### config.mk
export PLATFORM = sky130hd
export DESIGN_NAME = serial_port_core
export DESIGN_NICKNAME = d
export VERILOG_FILES = /design/src/rtl/sp_pkg.sv /design/src/rtl/sp_tx.sv /design/src/rtl/sp_rx.sv /design/src/rtl/serial_port_core.sv
export SDC_FILE = /design/constraint.sdc
export NUM_CORES = 1
export LEC_CHECK = 0
export BUFFER_PORTS_ARGS = -buffer_cell sky130_fd_sc_hd__buf_4
export CAP_MARGIN = 15
export CORE_AREA = 3 3 98 81
export DETAILED_ROUTE_END_ITERATION = 7
export DIE_AREA = 0 0 101 84
export PLACE_DENSITY = 0.81
export SYNTH_ARGS = -nofsm -noshare
export SYNTH_HDL_FRONTEND = slang
export SYNTH_HIERARCHICAL = 1
export SYNTH_SLANG_ARGS = --single-unit
### constraint.sdc
create_clock -name clk -period 2.5 [get_ports clk]
set_clock_uncertainty 0.05 [all_clocks]
set_input_delay 0.5 -clock clk [delete_from_list [all_inputs] [get_ports clk]]
set_output_delay 0.5 -clock clk [all_outputs]
set_load 0.01 [all_outputs]
### src/rtl/sp_pkg.sv
package sp_pkg;

    typedef enum logic [1:0] {
        FMT_8N  = 2'd0,
        FMT_8P  = 2'd1,
        FMT_7P  = 2'd2,
        FMT_RSV = 2'd3
    } fmt_e;

    // control register layout, LSB last
    typedef struct packed {
        logic ovr_en;
        logic frm_en;
        logic odd;
        logic par_en;
        logic two_stop;
        fmt_e fmt;
    } ctrl_t;

    localparam int CTRL_W = $bits(ctrl_t);
    localparam int CHAR_W = 8;

    // command register bit positions
    localparam int CMD_SET_RX = 0;
    localparam int CMD_CLR_RX = 1;
    localparam int CMD_CLR_FE = 2;
    localparam int CMD_CLR_PE = 3;
    localparam int CMD_CLR_OE = 4;

    typedef struct packed {
        ctrl_t             ctrl;
        logic              rx_en;
        logic              fe;
        logic              pe;
        logic              oe;
        logic              full;
        logic [CHAR_W-1:0] rbuf;
    } regs_t;

    function automatic logic [3:0] data_bits(input fmt_e f);
        return (f == FMT_7P) ? 4'd7 : 4'd8;
    endfunction

    function automatic logic has_parity(input fmt_e f);
        return (f == FMT_8P) || (f == FMT_7P);
    endfunction

endpackage

### src/rtl/sp_tx.sv
module sp_tx
    import sp_pkg::*;
#(
    parameter int TICKS_PER_BIT = 16
) (
    input  logic              clk,
    input  logic              rst_n,
    input  logic              tick,
    input  logic              load,
    input  logic [CHAR_W-1:0] din,
    input  fmt_e              fmt,
    input  logic              odd,
    input  logic              two_stop,
    output logic              txd,
    output logic              busy,
    output logic              active
);
    localparam int CNT_W   = $clog2(TICKS_PER_BIT);
    localparam int FRAME_W = CHAR_W + 4;
    localparam logic [CNT_W-1:0] LAST_TICK = CNT_W'(TICKS_PER_BIT - 1);

    typedef enum logic [1:0] {TX_IDLE, TX_WAIT, TX_SHIFT} tx_phase_e;

    typedef struct packed {
        tx_phase_e          phase;
        logic [FRAME_W-1:0] frame;
        logic [3:0]         left;
        logic [CNT_W-1:0]   tcnt;
    } tx_st_t;

    tx_st_t s_d, s_q;
    logic [FRAME_W-1:0] built;
    logic [3:0]         nd;
    logic               np;
    logic               par;

    // assemble start, data, parity and stop bits; unset positions idle high
    always_comb begin
        nd    = data_bits(fmt);
        np    = has_parity(fmt);
        par   = odd;
        built = '1;
        built[0] = 1'b0;
        for (int i = 0; i < CHAR_W; i++) begin
            if (4'(i) < nd) begin
                built[1 + i] = din[i];
                par          = par ^ din[i];
            end
        end
        if (np) built[1 + nd] = par;
    end

    always_comb begin
        s_d = s_q;
        unique case (s_q.phase)
            TX_IDLE: begin
                if (load) begin
                    s_d.frame = built;
                    s_d.left  = 4'd2 + nd + {3'b0, np} + {3'b0, two_stop};
                    s_d.phase = TX_WAIT;
                end
            end
            TX_WAIT: begin
                if (tick) begin
                    s_d.phase = TX_SHIFT;
                    s_d.tcnt  = '0;
                end
            end
            TX_SHIFT: begin
                if (tick) begin
                    if (s_q.tcnt == LAST_TICK) begin
                        s_d.tcnt  = '0;
                        s_d.frame = {1'b1, s_q.frame[FRAME_W-1:1]};
                        s_d.left  = s_q.left - 4'd1;
                        if (s_q.left == 4'd1) s_d.phase = TX_IDLE;
                    end else begin
                        s_d.tcnt = s_q.tcnt + 1'b1;
                    end
                end
            end
            default: s_d.phase = TX_IDLE;
        endcase
    end

    always_ff @(posedge clk or negedge rst_n) begin
        if (!rst_n) begin
            s_q <= '{phase: TX_IDLE, frame: '1, left: '0, tcnt: '0};
        end else begin
            s_q <= s_d;
        end
    end

    assign txd    = (s_q.phase == TX_SHIFT) ? s_q.frame[0] : 1'b1;
    assign busy   = (s_q.phase != TX_IDLE);
    assign active = (s_q.phase == TX_SHIFT);

endmodule

### src/rtl/sp_rx.sv
module sp_rx
    import sp_pkg::*;
#(
    parameter int TICKS_PER_BIT = 16,
    parameter int SYNC_STAGES   = 2
) (
    input  logic              clk,
    input  logic              rst_n,
    input  logic              tick,
    input  logic              rxd,
    input  logic              enable,
    input  fmt_e              fmt,
    input  logic              odd,
    output logic              done,
    output logic [CHAR_W-1:0] data,
    output logic              stop_ok,
    output logic              par_bad
);
    localparam int CNT_W = $clog2(TICKS_PER_BIT);
    localparam logic [CNT_W-1:0] MID       = CNT_W'(TICKS_PER_BIT / 2 - 1);
    localparam logic [CNT_W-1:0] LAST_TICK = CNT_W'(TICKS_PER_BIT - 1);

    typedef struct packed {
        logic [SYNC_STAGES-1:0] sync;
        logic                   run;
        logic [CNT_W-1:0]       tcnt;
        logic [3:0]             idx;
        logic [CHAR_W-1:0]      sh;
        logic                   pbit;
        logic                   done;
        logic [CHAR_W-1:0]      data;
        logic                   stop_ok;
        logic                   par_bad;
    } rx_st_t;

    rx_st_t s_d, s_q;
    logic              line;
    logic [3:0]        nd;
    logic              np;
    logic [3:0]        last;
    logic [CHAR_W-1:0] word;

    assign line = s_q.sync[SYNC_STAGES-1];
    assign nd   = data_bits(fmt);
    assign np   = has_parity(fmt);
    assign last = 4'd1 + nd + {3'b0, np};
    assign word = (nd == 4'd7) ? {1'b0, s_q.sh[CHAR_W-1:1]} : s_q.sh;

    always_comb begin
        s_d      = s_q;
        s_d.done = 1'b0;
        s_d.sync = {s_q.sync[SYNC_STAGES-2:0], rxd};
        if (!enable) begin
            s_d.run = 1'b0;
        end else if (!s_q.run) begin
            if (tick && !line) begin
                s_d.run  = 1'b1;
                s_d.tcnt = '0;
                s_d.idx  = '0;
            end
        end else if (tick) begin
            s_d.tcnt = (s_q.tcnt == LAST_TICK) ? '0 : s_q.tcnt + 1'b1;
            if (s_q.tcnt == MID) begin
                if (s_q.idx == 4'd0) begin
                    // a start bit that is high again at its middle was a glitch
                    if (line) s_d.run = 1'b0;
                    else      s_d.idx = 4'd1;
                end else if (s_q.idx <= nd) begin
                    s_d.sh  = {line, s_q.sh[CHAR_W-1:1]};
                    s_d.idx = s_q.idx + 4'd1;
                end else if (s_q.idx < last) begin
                    s_d.pbit = line;
                    s_d.idx  = s_q.idx + 4'd1;
                end else begin
                    s_d.run     = 1'b0;
                    s_d.done    = 1'b1;
                    s_d.data    = word;
                    s_d.stop_ok = line;
                    s_d.par_bad = np && ((^word ^ s_q.pbit) != odd);
                end
            end
        end
    end

    always_ff @(posedge clk or negedge rst_n) begin
        if (!rst_n) begin
            s_q <= '{sync: '1, run: 1'b0, tcnt: '0, idx: '0, sh: '0, pbit: 1'b0,
                     done: 1'b0, data: '0, stop_ok: 1'b1, par_bad: 1'b0};
        end else begin
            s_q <= s_d;
        end
    end

    assign done    = s_q.done;
    assign data    = s_q.data;
    assign stop_ok = s_q.stop_ok;
    assign par_bad = s_q.par_bad;

endmodule

### src/rtl/serial_port_core.sv
module serial_port_core
    import sp_pkg::*;
#(
    parameter int BUS_W         = 16,
    parameter int TICKS_PER_BIT = 16,
    parameter int SYNC_STAGES   = 2
) (
    input  logic             clk,
    input  logic             rst_n,
    input  logic             tick16,
    input  logic             bus_wr,
    input  logic             bus_rd,
    input  logic [1:0]       bus_addr,
    input  logic [BUS_W-1:0] bus_wdata,
    output logic [BUS_W-1:0] bus_rdata,
    output logic             txd,
    input  logic             rxd
);
    localparam logic [1:0] ADDR_TX   = 2'd0;
    localparam logic [1:0] ADDR_RX   = 2'd1;
    localparam logic [1:0] ADDR_CTRL = 2'd2;
    localparam logic [1:0] ADDR_CMD  = 2'd3;

    regs_t r_d, r_q;

    logic              wr_tx, wr_ctrl, wr_cmd, rd_rx;
    logic              tx_busy, tx_active;
    logic              rx_done, rx_stop_ok, rx_par_bad;
    logic [CHAR_W-1:0] rx_data;
    logic              unused_bits;

    assign wr_tx       = bus_wr && (bus_addr == ADDR_TX);
    assign wr_ctrl     = bus_wr && (bus_addr == ADDR_CTRL);
    assign wr_cmd      = bus_wr && (bus_addr == ADDR_CMD);
    assign rd_rx       = bus_rd && (bus_addr == ADDR_RX);
    assign unused_bits = ^bus_wdata[BUS_W-1:CHAR_W];

    sp_tx #(.TICKS_PER_BIT(TICKS_PER_BIT)) u_tx (
        .clk      (clk),
        .rst_n    (rst_n),
        .tick     (tick16),
        .load     (wr_tx),
        .din      (bus_wdata[CHAR_W-1:0]),
        .fmt      (r_q.ctrl.fmt),
        .odd      (r_q.ctrl.odd),
        .two_stop (r_q.ctrl.two_stop),
        .txd      (txd),
        .busy     (tx_busy),
        .active   (tx_active)
    );

    sp_rx #(.TICKS_PER_BIT(TICKS_PER_BIT), .SYNC_STAGES(SYNC_STAGES)) u_rx (
        .clk     (clk),
        .rst_n   (rst_n),
        .tick    (tick16),
        .rxd     (rxd),
        .enable  (r_q.rx_en),
        .fmt     (r_q.ctrl.fmt),
        .odd     (r_q.ctrl.odd),
        .done    (rx_done),
        .data    (rx_data),
        .stop_ok (rx_stop_ok),
        .par_bad (rx_par_bad)
    );

    always_comb begin
        r_d = r_q;
        if (wr_ctrl) r_d.ctrl = ctrl_t'(bus_wdata[CTRL_W-1:0]);
        if (wr_cmd) begin
            if (bus_wdata[CMD_SET_RX]) r_d.rx_en = 1'b1;
            if (bus_wdata[CMD_CLR_RX]) r_d.rx_en = 1'b0;
            if (bus_wdata[CMD_CLR_FE]) r_d.fe    = 1'b0;
            if (bus_wdata[CMD_CLR_PE]) r_d.pe    = 1'b0;
            if (bus_wdata[CMD_CLR_OE]) r_d.oe    = 1'b0;
        end
        if (rd_rx) r_d.full = 1'b0;
        // a completing character wins over a clear in the same cycle
        if (rx_done) begin
            r_d.rbuf = rx_data;
            r_d.full = 1'b1;
            if (r_q.full && !rd_rx && r_q.ctrl.ovr_en) r_d.oe = 1'b1;
            if (!rx_stop_ok && r_q.ctrl.frm_en)         r_d.fe = 1'b1;
            if (rx_par_bad && r_q.ctrl.par_en)          r_d.pe = 1'b1;
        end
    end

    always_ff @(posedge clk or negedge rst_n) begin
        if (!rst_n) begin
            r_q <= '{ctrl: ctrl_t'('0), rx_en: 1'b0, fe: 1'b0, pe: 1'b0,
                     oe: 1'b0, full: 1'b0, rbuf: '0};
        end else begin
            r_q <= r_d;
        end
    end

    always_comb begin
        unique case (bus_addr)
            ADDR_RX:   bus_rdata = BUS_W'(r_q.rbuf);
            ADDR_CTRL: bus_rdata = BUS_W'({r_q.full, tx_busy, r_q.oe, r_q.pe,
                                           r_q.fe, r_q.rx_en, r_q.ctrl});
            default:   bus_rdata = '0;
        endcase
    end

endmodule

==> run_results.csv, run 1 <==
group,metric,value,unit
timing,hold_slack,0.199,ns
clocking,clockBufferDepth,2,
power_and_ir_drop,p_sw_share,34.6,%
power_and_ir_drop,p_leak,2.15,nW
setup_path,end_kind,"register",
clocking,path_clk_slew,0.08,ns
clocking,hold_buffers,0,
global_route,grt_pass1_vias,3031,
power_and_ir_drop,power.switching,1.22,mW
global_route,busiest_layer,"met2",
setup_path,worstPathCellList,"inv_2, ha_2, inv_2, ha_1, a21oi_1, o22a_4, nor2_8, nand3b_1, buf_12, mux2_4",
floorplanning,fp.dieH,84,um
global_route,grtUsageMet2,34.4,%
setup_path,critPathMostFrequentCell,"inv_2",
floorplanning,fp.dieW,101,um
global_route,grt_usage,22.3,%
power_and_ir_drop,cellPowerDensity,760,nW/um^2
synth,yosys.area.top_type_share,34.4,%
synth,synth_seq_cells,71,
clocking,clock_latency,0.36,ns
final_layout,fill_cells,530,
global_route,grt.met3_usage,5.76,%
final_layout,final_nets,461,
setup_path,start_kind,"register",
outcome,status,"complete, no violations",
timing,max_clock_freq,419,MHz
placed_design,gp_congestion,0.823,
setup_path,max_stage_delay,0.46,ns
drt,via_count,2960,
synth,syn-mean-instance-area,10.7,sq um
timing,setup_viol,0,
timing,fin_setup_tns,0,ns
clocking,cts_tree,"done",
synth,postSynth.topFlopCell,"dfrtp_1",
synth,synth_common_cells,"dfrtp_1, nand2_1, mux2_2",
drt,drc_errors,0,
clocking,clockRootBuffer,"clkbuf_8",
floorplanning,fp.coreArea,6960,sq um
setup_path,critPathMaxFanout,10,
floorplanning,initial_core_util,60.6,%
timing,slew_viol_final,0,
hold_path,min_path_type,"primary input to register",
setup_path,worst_ep_arrival_time,2.58,ns
synth,synth_area_leaders,"dfrtp_1, dfstp_2, mux2_2, ha_1, mux2_4",
clocking,htree_levels,3,
power_and_ir_drop,p_int,2.30,mW
power_and_ir_drop,p_seq_share,45.6,%
final_layout,area_delta_synth_final,9.82,%
global_route,use_met1,30.9,%
synth,synth_edf_count,0,
global_route,grt_overflow_total,0,
floorplanning,rows,27,
setup_path,crit_type,"register to register",
synth,synthCells,394,
power_and_ir_drop,combPwrFrac,28.0,%
synth,netlist_area,4220,sq um
clocking,clock_sinks,71,
power_and_ir_drop,ir_worst_vdd,375,uV
timing,setup_slack,0.114,ns
drt,drt-vias-per-instance,5.82,
drt,ant_nets,0,
synth,yosys_warnings,6,
synth,yosysTopAreaCell,"dfrtp_1",
timing,relSlewSlack,39.3,%
timing,worst_slew_pin_slew,0.910,ns
timing,hold_viol,0,
global_route,grt_max_degree,72,
floorplanning,boundaryPins,41,
job,drv_cap,0,
drt,firstDrtPassIters,7,
final_layout,diodes,0,
synth,ys_types,63,
placed_design,portBuffers,29,
placed_design,place_hpwl,6120,um
timing,rsz0062_at_grt,"false",
timing,fin_crit_sh,95.4,%
floorplanning,dieArea,8480,sq um
drt,wl_per_cell,17.2,um
global_route,antenna_found_initial,0,
final_layout,drive_gt1_share,30.6,%
synth,synth-async-reset-ratio,100,%
clocking,cts_buffers,9,
setup_path,cp.required,2.69,ns
placed_design,dp_slack,0.0235,ns
synth,synth.most_common_cell,"dfrtp_1",
synth,yosysSeqAreaShare,42.5,%
drt,wirelength,8760,um
setup_path,crit_slowest_cell,"dfrtp_2",
timing,finalCriticalPeriod,2.39,ns
power_and_ir_drop,clockPowerShare,26.4,%
drt,drtIter0Drc,133,
global_route,grt_pass1_wl,15000,um
path summary, 6_finish.rpt:
kind | slack [ns] | to | depth (start not counted) | startpoint
worst max-delay path | 0.11 | u_rx/data[1] | 10 | r_q[13]
worst min register to register | 0.31 | u_rx/line | 0 | u_rx/s_d[30]
min in group asynchronous | 0.21 | u_rx/s_q[20] | 1 | rst_n
worst min-delay path | 0.20 | u_rx/s_d[30] | 1 | rxd
max in group asynchronous | 1.54 | r_q[13] | 1 | rst_n
worst max register to register | 0.11 | u_rx/data[1] | 10 | r_q[13]
power groups by stage:
| stage | sequential [mW] | combinational (mW) | clock [mW] |
|---|---|---|---|
| 2_1_floorplan | 1.57 | 0.750 | 0 |
| 3_3_place_gp | 1.60 | 0.919 | 0 |
| 3_5_place_dp | 1.62 | 0.966 | 0 |
| 4_1_cts | 1.60 | 0.979 | 0.948 |
| 5_1_grt | 1.64 | 1.12 | 0.994 |
| 6_report | 1.61 | 0.986 | 0.928 |
routing by layer:
layer  share of wire (%)  routed length [um]
met1                  46                4060
met4                 1.8                 157
met3                 3.6                 319
met2                  48                4220
met5                   0                   0
cell type report:
cell class / instances / area, sq um / area share, %
timing repair buffer: 38 / 302 / 6.51
inverter: 20 / 75.1 / 1.62
clock buffer: 9 / 124 / 2.68
tap: 87 / 109 / 2.35
sequential: 71 / 1800 / 38.8
clock inverter: 7 / 71.3 / 1.54
multi-input combinational: 277 / 2150 / 46.5
worst max-delay path: cells and delay by family (launching register included):
family | cells | cell delay (ns)
adder cells (fa/ha/maj) | 2 | 0.49
flip-flops | 1 | 0.46
AO/OA/AOI/OAI | 2 | 0.35
buffers and inverters | 3 | 0.33
multiplexers | 1 | 0.30
AND/OR/NAND/NOR | 2 | 0.28
cells by family after synthesis:
| kind of cell | count (synthesis) | synth area share, % |
|---|---|---|
| AOI/OAI and AO/OA | 73 | 13.0 |
| and+or+nand+nor | 120 | 15.6 |
| muxes | 42 | 12.1 |
| buffers and inverters | 48 | 6.62 |
| xor gates and xnor gates | 19 | 3.95 |
| other | 1 | 0.0890 |
| adders and majority gates | 20 | 6.11 |
| DFF | 71 | 42.5 |
flip-flops by register name (all words and copies together) (netlist names):
register / count
u_tx/s_q: 20
u_rx/stop_ok: 1
u_rx/s_d: 1
u_rx/done: 1
u_rx/s_q: 18
u_rx/par_bad: 1
u_rx/line: 1
u_rx/data: 8
r_q: 20
cells in the final DEF (no fill, tap or decap), types with 4 or more instances in the layout:
master / n
inv_1: 17
mux2_4: 11
a21o_1: 4
and2_1: 6
nand2_1: 39
dfstp_2: 13
dfrtp_1: 56
nand3_1: 13
nor2_1: 19
ha_1: 18
buf_4: 36
a21oi_1: 7
nand2b_1: 7
o21ai_0: 14
a31oi_1: 13
xor2_1: 4
clkbuf_8: 9
mux2_2: 29
xnor2_1: 15
a22oi_1: 9
nor2b_1: 12
what timing repair did:
item | CTS | global route
endpoints found under the setup margin | 1 | 20
setup buffers | 0 | 0
cloned | 0 | 0
pin swaps | 0 | 3
resized for setup | 1 | 5
per-stage QoR:
stage	util [%]	instance area [sq um]	total power, mW	instances
global route	66.5	4630	3.75	509
CTS	66.4	4620	3.53	509
floorplan	-	4220	2.32	396
finish	66.5	4630	3.52	509
global placement	63.6	4430	2.52	493
detailed placement	63.6	4430	2.59	493
No activity file was read; power rests on OpenSTA's default activity.
==> inputs of run 2 (changes only) <==
PLACE_DENSITY = default   (was 0.81)
PLACE_DENSITY_LB_ADDON = 0.08   (was default)
==> run_results.csv, run 2 (synthesis results as in run 1) <==
group,metric,value,unit
clocking,cts_buffers,9,
floorplanning,fp.dieW,101,um
global_route,grt_overflow_total,0,
power_and_ir_drop,cellPowerDensity,771,nW/um^2
drt,wl_per_cell,16.1,um
timing,hold_viol,0,
floorplanning,fp.coreArea,6960,sq um
timing,setup_viol,0,
final_layout,multiInputGateArea,2150,sq um
final_layout,drive_gt1_share,30.0,%
timing,fin_crit_sh,93.6,%
timing,finalCriticalPeriod,2.34,ns
clocking,clockBufferDepth,2,
floorplanning,rows,27,
global_route,grt_pass1_wl,14300,um
timing,worst_slew_pin_slew,0.840,ns
job,drv_cap,0,
power_and_ir_drop,p_leak,2.17,nW
setup_path,critPathMaxFanout,5,
final_layout,area_delta_synth_final,10.9,%
setup_path,start_kind,"register",
drt,via_count,2852,
drt,wirelength,8210,um
drt,ant_nets,0,
clocking,clock_latency,0.34,ns
drt,drtIter0Drc,120,
final_layout,fill_cells,530,
final_layout,final_nets,462,
final_layout,seq_area,1790,sq um
setup_path,end_kind,"register",
global_route,grt_pass1_vias,2968,
floorplanning,dieArea,8480,sq um
floorplanning,boundaryPins,41,
clocking,cts_tree,"done",
final_layout,reg.largest.list,"r_q x20, u_tx/s_q x20, u_rx/s_q x18",
clocking,clock_sinks,71,
floorplanning,fp.dieH,84,um
timing,rsz0062_at_grt,"false",
drt,drc_errors,0,
global_route,antenna_found_initial,0,
setup_path,cp.required,2.68,ns
timing,slew_viol_final,0,
placed_design,gp_congestion,0.789,
placed_design,place_hpwl,5900,um
final_layout,final_cell_mix,"dfrtp_1, nand2_1, buf_4",
global_route,grt_max_degree,72,
clocking,hold_buffers,0,
floorplanning,initial_core_util,60.6,%
outcome,status,"complete, no violations",
timing,relSlewSlack,44.0,%
clocking,htree_levels,3,
timing,hold_slack,0.102,ns
clocking,path_clk_slew,0.08,ns
setup_path,crit_type,"register to register",
clocking,clockRootBuffer,"clkbuf_8",
drt,firstDrtPassIters,5,
final_layout,layout_commonest_cell,"dfrtp_1",
global_route,grt_usage,21.1,%
placed_design,portBuffers,29,
power_and_ir_drop,ir_worst_vdd,412,uV
timing,max_clock_freq,427,MHz
final_layout,diodes,0,
setup_path,worst_ep_arrival_time,2.51,ns
setup_path,rrSetupSlack,0.16,ns
hold_path,min_path_type,"primary input to asynchronous set/reset pin",
timing,fin_setup_tns,0,ns
clocking,post_cts_buffers,0,
drt,drt-vias-per-instance,5.59,
run 2: cell type report:
| cell class | instances | area share (%) |
|---|---|---|
| tap | 87 | 2.33 |
| multi-input combinational | 277 | 46.0 |
| sequential | 71 | 38.4 |
| timing repair buffer | 39 | 6.80 |
| inverter | 20 | 1.61 |
| clock inverter | 7 | 2.20 |
| clock buffer | 9 | 2.65 |
run 2: worst max-delay path, cell delays in order (launching register included):
cell and delay (ns):
dfrtp_1 0.41, inv_1 0.08, ha_1 0.22, inv_2 0.12, ha_1 0.25, a21oi_1 0.17, o22a_4 0.22, o31ai_4 0.10
o31a_1 0.32, a211o_1 0.29
run 2: through the flow:
step / total power, mW / setup WS (ns) / instances / util (%) / cell area, sq um
after floorplan: 2.32 / 0.213 / 396 / - / 4220
after global placement: 2.54 / 0.129 / 494 / 63.9 / 4450
after detailed placement: 2.58 / 0.0655 / 494 / 63.9 / 4450
after CTS: 3.63 / 0.0446 / 510 / 67.1 / 4670
after global routing: 3.87 / 0.0109 / 510 / 67.2 / 4670
final: 3.60 / 0.161 / 510 / 67.2 / 4670
run 2: path summary, 6_finish.rpt:
kind,startpoint,endpoint,cells after the start
worst max register to register,r_q[13],u_rx/s_q[22],9
min in group clk,rxd,u_rx/s_d[30],1
worst max-delay path,r_q[13],u_rx/s_q[22],9
worst min register to register,u_rx/s_d[30],u_rx/line,0
worst min-delay path,rst_n,u_rx/s_q[21],2
max in group asynchronous,rst_n,u_tx/s_q[8],2
run 2: where the power goes:
part | switching, mW | internal [mW] | total [mW]
Clock | 0.465 | 0.572 | 1.04
Sequential | 0.189 | 1.40 | 1.59
Combinational | 0.540 | 0.430 | 0.970
Total | 1.19 | 2.41 | 3.60
run 2: per-layer routing:
metal	global-route usage, %	up-vias	wire length (um)
met5	0	-	0
met4	5.31	0	68
met3	4.68	6	377
met2	32.2	70	3660
met1	30.4	1375	4110
li1	-	1401	-
run 2: what timing repair did:
action / CTS / global route
setup endpoints to repair: 0 / 19
gates resized for setup: 0 / 2
endpoints found under the hold margin: 0 / 0
==> inputs of run 3 (changes only) <==
PLACE_DENSITY_LB_ADDON = 0.05   (was 0.08)
==> run_results.csv, run 3 (synthesis results as in run 1) <==
group,metric,value,unit
outcome,status,"complete, no violations",
clocking,path_clk_slew,0.08,ns
setup_path,worstPathCellList,"ha_2, inv_2, ha_1, a211oi_2, o22a_4, o31ai_4, o31a_1, a211o_1",
clocking,cts_tree,"done",
final_layout,final_cell_mix,"dfrtp_1, nand2_1, buf_4",
placed_design,gp_congestion,0.813,
global_route,grt_usage,21.8,%
setup_path,rrSetupSlack,0.1,ns
drt,met2WireLength,3630,um
setup_path,start_kind,"register",
clocking,clockRootBuffer,"clkbuf_8",
setup_path,critPathMaxFanout,6,
hold_path,min_path_type,"primary input to asynchronous set/reset pin",
timing,relSlewSlack,44.3,%
timing,max_clock_freq,417,MHz
setup_path,critPathTopFamily,"compound AO/OA/AOI/OAI gates",
floorplanning,fp.dieH,84,um
final_layout,area_delta_synth_final,10.2,%
timing,fin_setup_tns,0,ns
timing,slew_viol_final,0,
drt,firstDrtPassIters,4,
power_and_ir_drop,ir_worst_vdd,527,uV
job,drv_cap,0,
setup_path,end_kind,"register",
clocking,clockBufferDepth,2,
setup_path,crit_slowest_cell,"dfrtp_1",
placed_design,dp.cells,495,
setup_path,worst_ep_arrival_time,2.58,ns
timing,hold_viol,0,
setup_path,path_buf_inv,1,
power_and_ir_drop,combPwrFrac,28.5,%
setup_path,crit_type,"register to register",
timing,setup_viol,0,
global_route,antenna_found_initial,0,
power_and_ir_drop,clockPowerShare,24.8,%
drt,via_count,2895,
final_layout,final_cell_area,4650,sq um
drt,drtIter0Drc,145,
floorplanning,fp.dieW,101,um
placed_design,place_hpwl,5950,um
drt,drc_errors,0,
setup_path,max_stage_delay,0.48,ns
power_and_ir_drop,power.switching,1.20,mW
timing,setup_slack,0.0994,ns
timing,hold_slack,0.0669,ns
final_layout,final_cell_count_no_fill,512,
timing,fin_crit_sh,96.0,%
drt,wl_met3,381,um
final_layout,drive_gt1_share,30.4,%
global_route,grt_pass1_wl,14800,um
final_layout,final_nets,464,
power_and_ir_drop,p_leak,2.15,nW
final_layout,reg.largest.list,"r_q x20, u_tx/s_q x20, u_rx/s_q x18",
global_route,grt_overflow_total,0,
power_and_ir_drop,finalPower,3.41,mW
power_and_ir_drop,p_seq_share,46.7,%
timing,finalCriticalPeriod,2.40,ns
setup_path,cp.required,2.68,ns
final_layout,fin_util,66.8,%
global_route,grt_max_degree,37,
drt,wl_per_cell,16.2,um
drt,drt-vias-per-instance,5.65,
floorplanning,rows,27,
drt,wl_met1,4270,um
floorplanning,boundaryPins,41,
power_and_ir_drop,p_sw_share,35.2,%
setup_path,timing.rr.start,"r_q[14]",
final_layout,diodes,0,
clocking,cts_buffers,9,
placed_design,portBuffers,29,
final_layout,layout_commonest_cell,"dfrtp_1",
floorplanning,fp.coreArea,6960,sq um
clocking,clock_latency,0.34,ns
clocking,htree_levels,3,
drt,top_layer_used,"met4",
power_and_ir_drop,p_int,2.21,mW
placed_design,postPlaceCellArea,4450,sq um
drt,ant_nets,0,
power_and_ir_drop,cellPowerDensity,734,nW/um^2
floorplanning,dieArea,8480,sq um
floorplanning,initial_core_util,60.6,%
global_route,grt_pass1_vias,2877,
timing,worst_slew_pin_slew,0.836,ns
setup_path,reg2reg_to,"u_rx/s_q[22]",
clocking,clock_sinks,71,
placed_design,dp_slack,0.0617,ns
drt,wirelength,8320,um
clocking,hold_buffers,0,
setup_path,reg2regPathDepth,8,
==> run 3: cell count changes in the layout (fill, tap and decap cells not counted), sizes merged <==
cell and change:
clkinvlp +2, buf +2, inv +1, bufinv -2, clkinv -1
==> run 3: how the worst max path moves through the flow <==
stage            start      endpoint  slack [ns]  cells past startpoint
5_1_grt        r_q[13]  u_rx/s_q[22]       -0.02                      9
4_1_cts        r_q[13]  u_rx/s_q[22]        0.05                      9
6_report       r_q[14]  u_rx/s_q[22]         0.1                      8
2_1_floorplan  r_q[13]  u_rx/s_q[22]        0.21                      9
3_3_place_gp   r_q[14]  u_rx/s_q[22]        0.13                      8
3_5_place_dp   r_q[13]  u_rx/s_q[22]        0.06                      9
==> run 3: per-layer routing <==
layer / up-vias / global-route usage, %
met5: - / 0
met4: 0 / 5.80
met3: 4 / 4.34
met2: 57 / 30.5
met1: 1415 / 34.1
li1: 1419 / -
==> run 3: layout make-up <==
cell class	count	area, sq um
fillers	555	2310
multi-input cells	277	2150
flip-flops and latches	71	1790
repair buffers	41	337
clock buffers	9	124
well taps	87	109
inverters	20	75.1
clock inverters	7	56.3
==> run 3: repair_timing <==
action,CTS,global route
buffers inserted,0,1
resized for setup,0,3
endpoints found under the setup margin,0,15
==> run 3: worst reg2reg max path, cell delays in order (launching register included) <==
cell and delay (ns):
dfrtp_1 0.48, ha_2 0.26, inv_2 0.07, ha_1 0.22, a211oi_2 0.27, o22a_4 0.23, o31ai_4 0.11, o31a_1 0.31
a211o_1 0.30
==> run 3: power groups by stage <==
stage / Sequential (mW) / Combinational, mW / Clock [mW]
6_report: 1.59 / 0.971 / 0.847
5_1_grt: 1.63 / 1.12 / 0.946
4_1_cts: 1.59 / 0.966 / 0.886
3_5_place_dp: 1.61 / 0.962 / 0
3_3_place_gp: 1.61 / 0.933 / 0
2_1_floorplan: 1.57 / 0.750 / 0
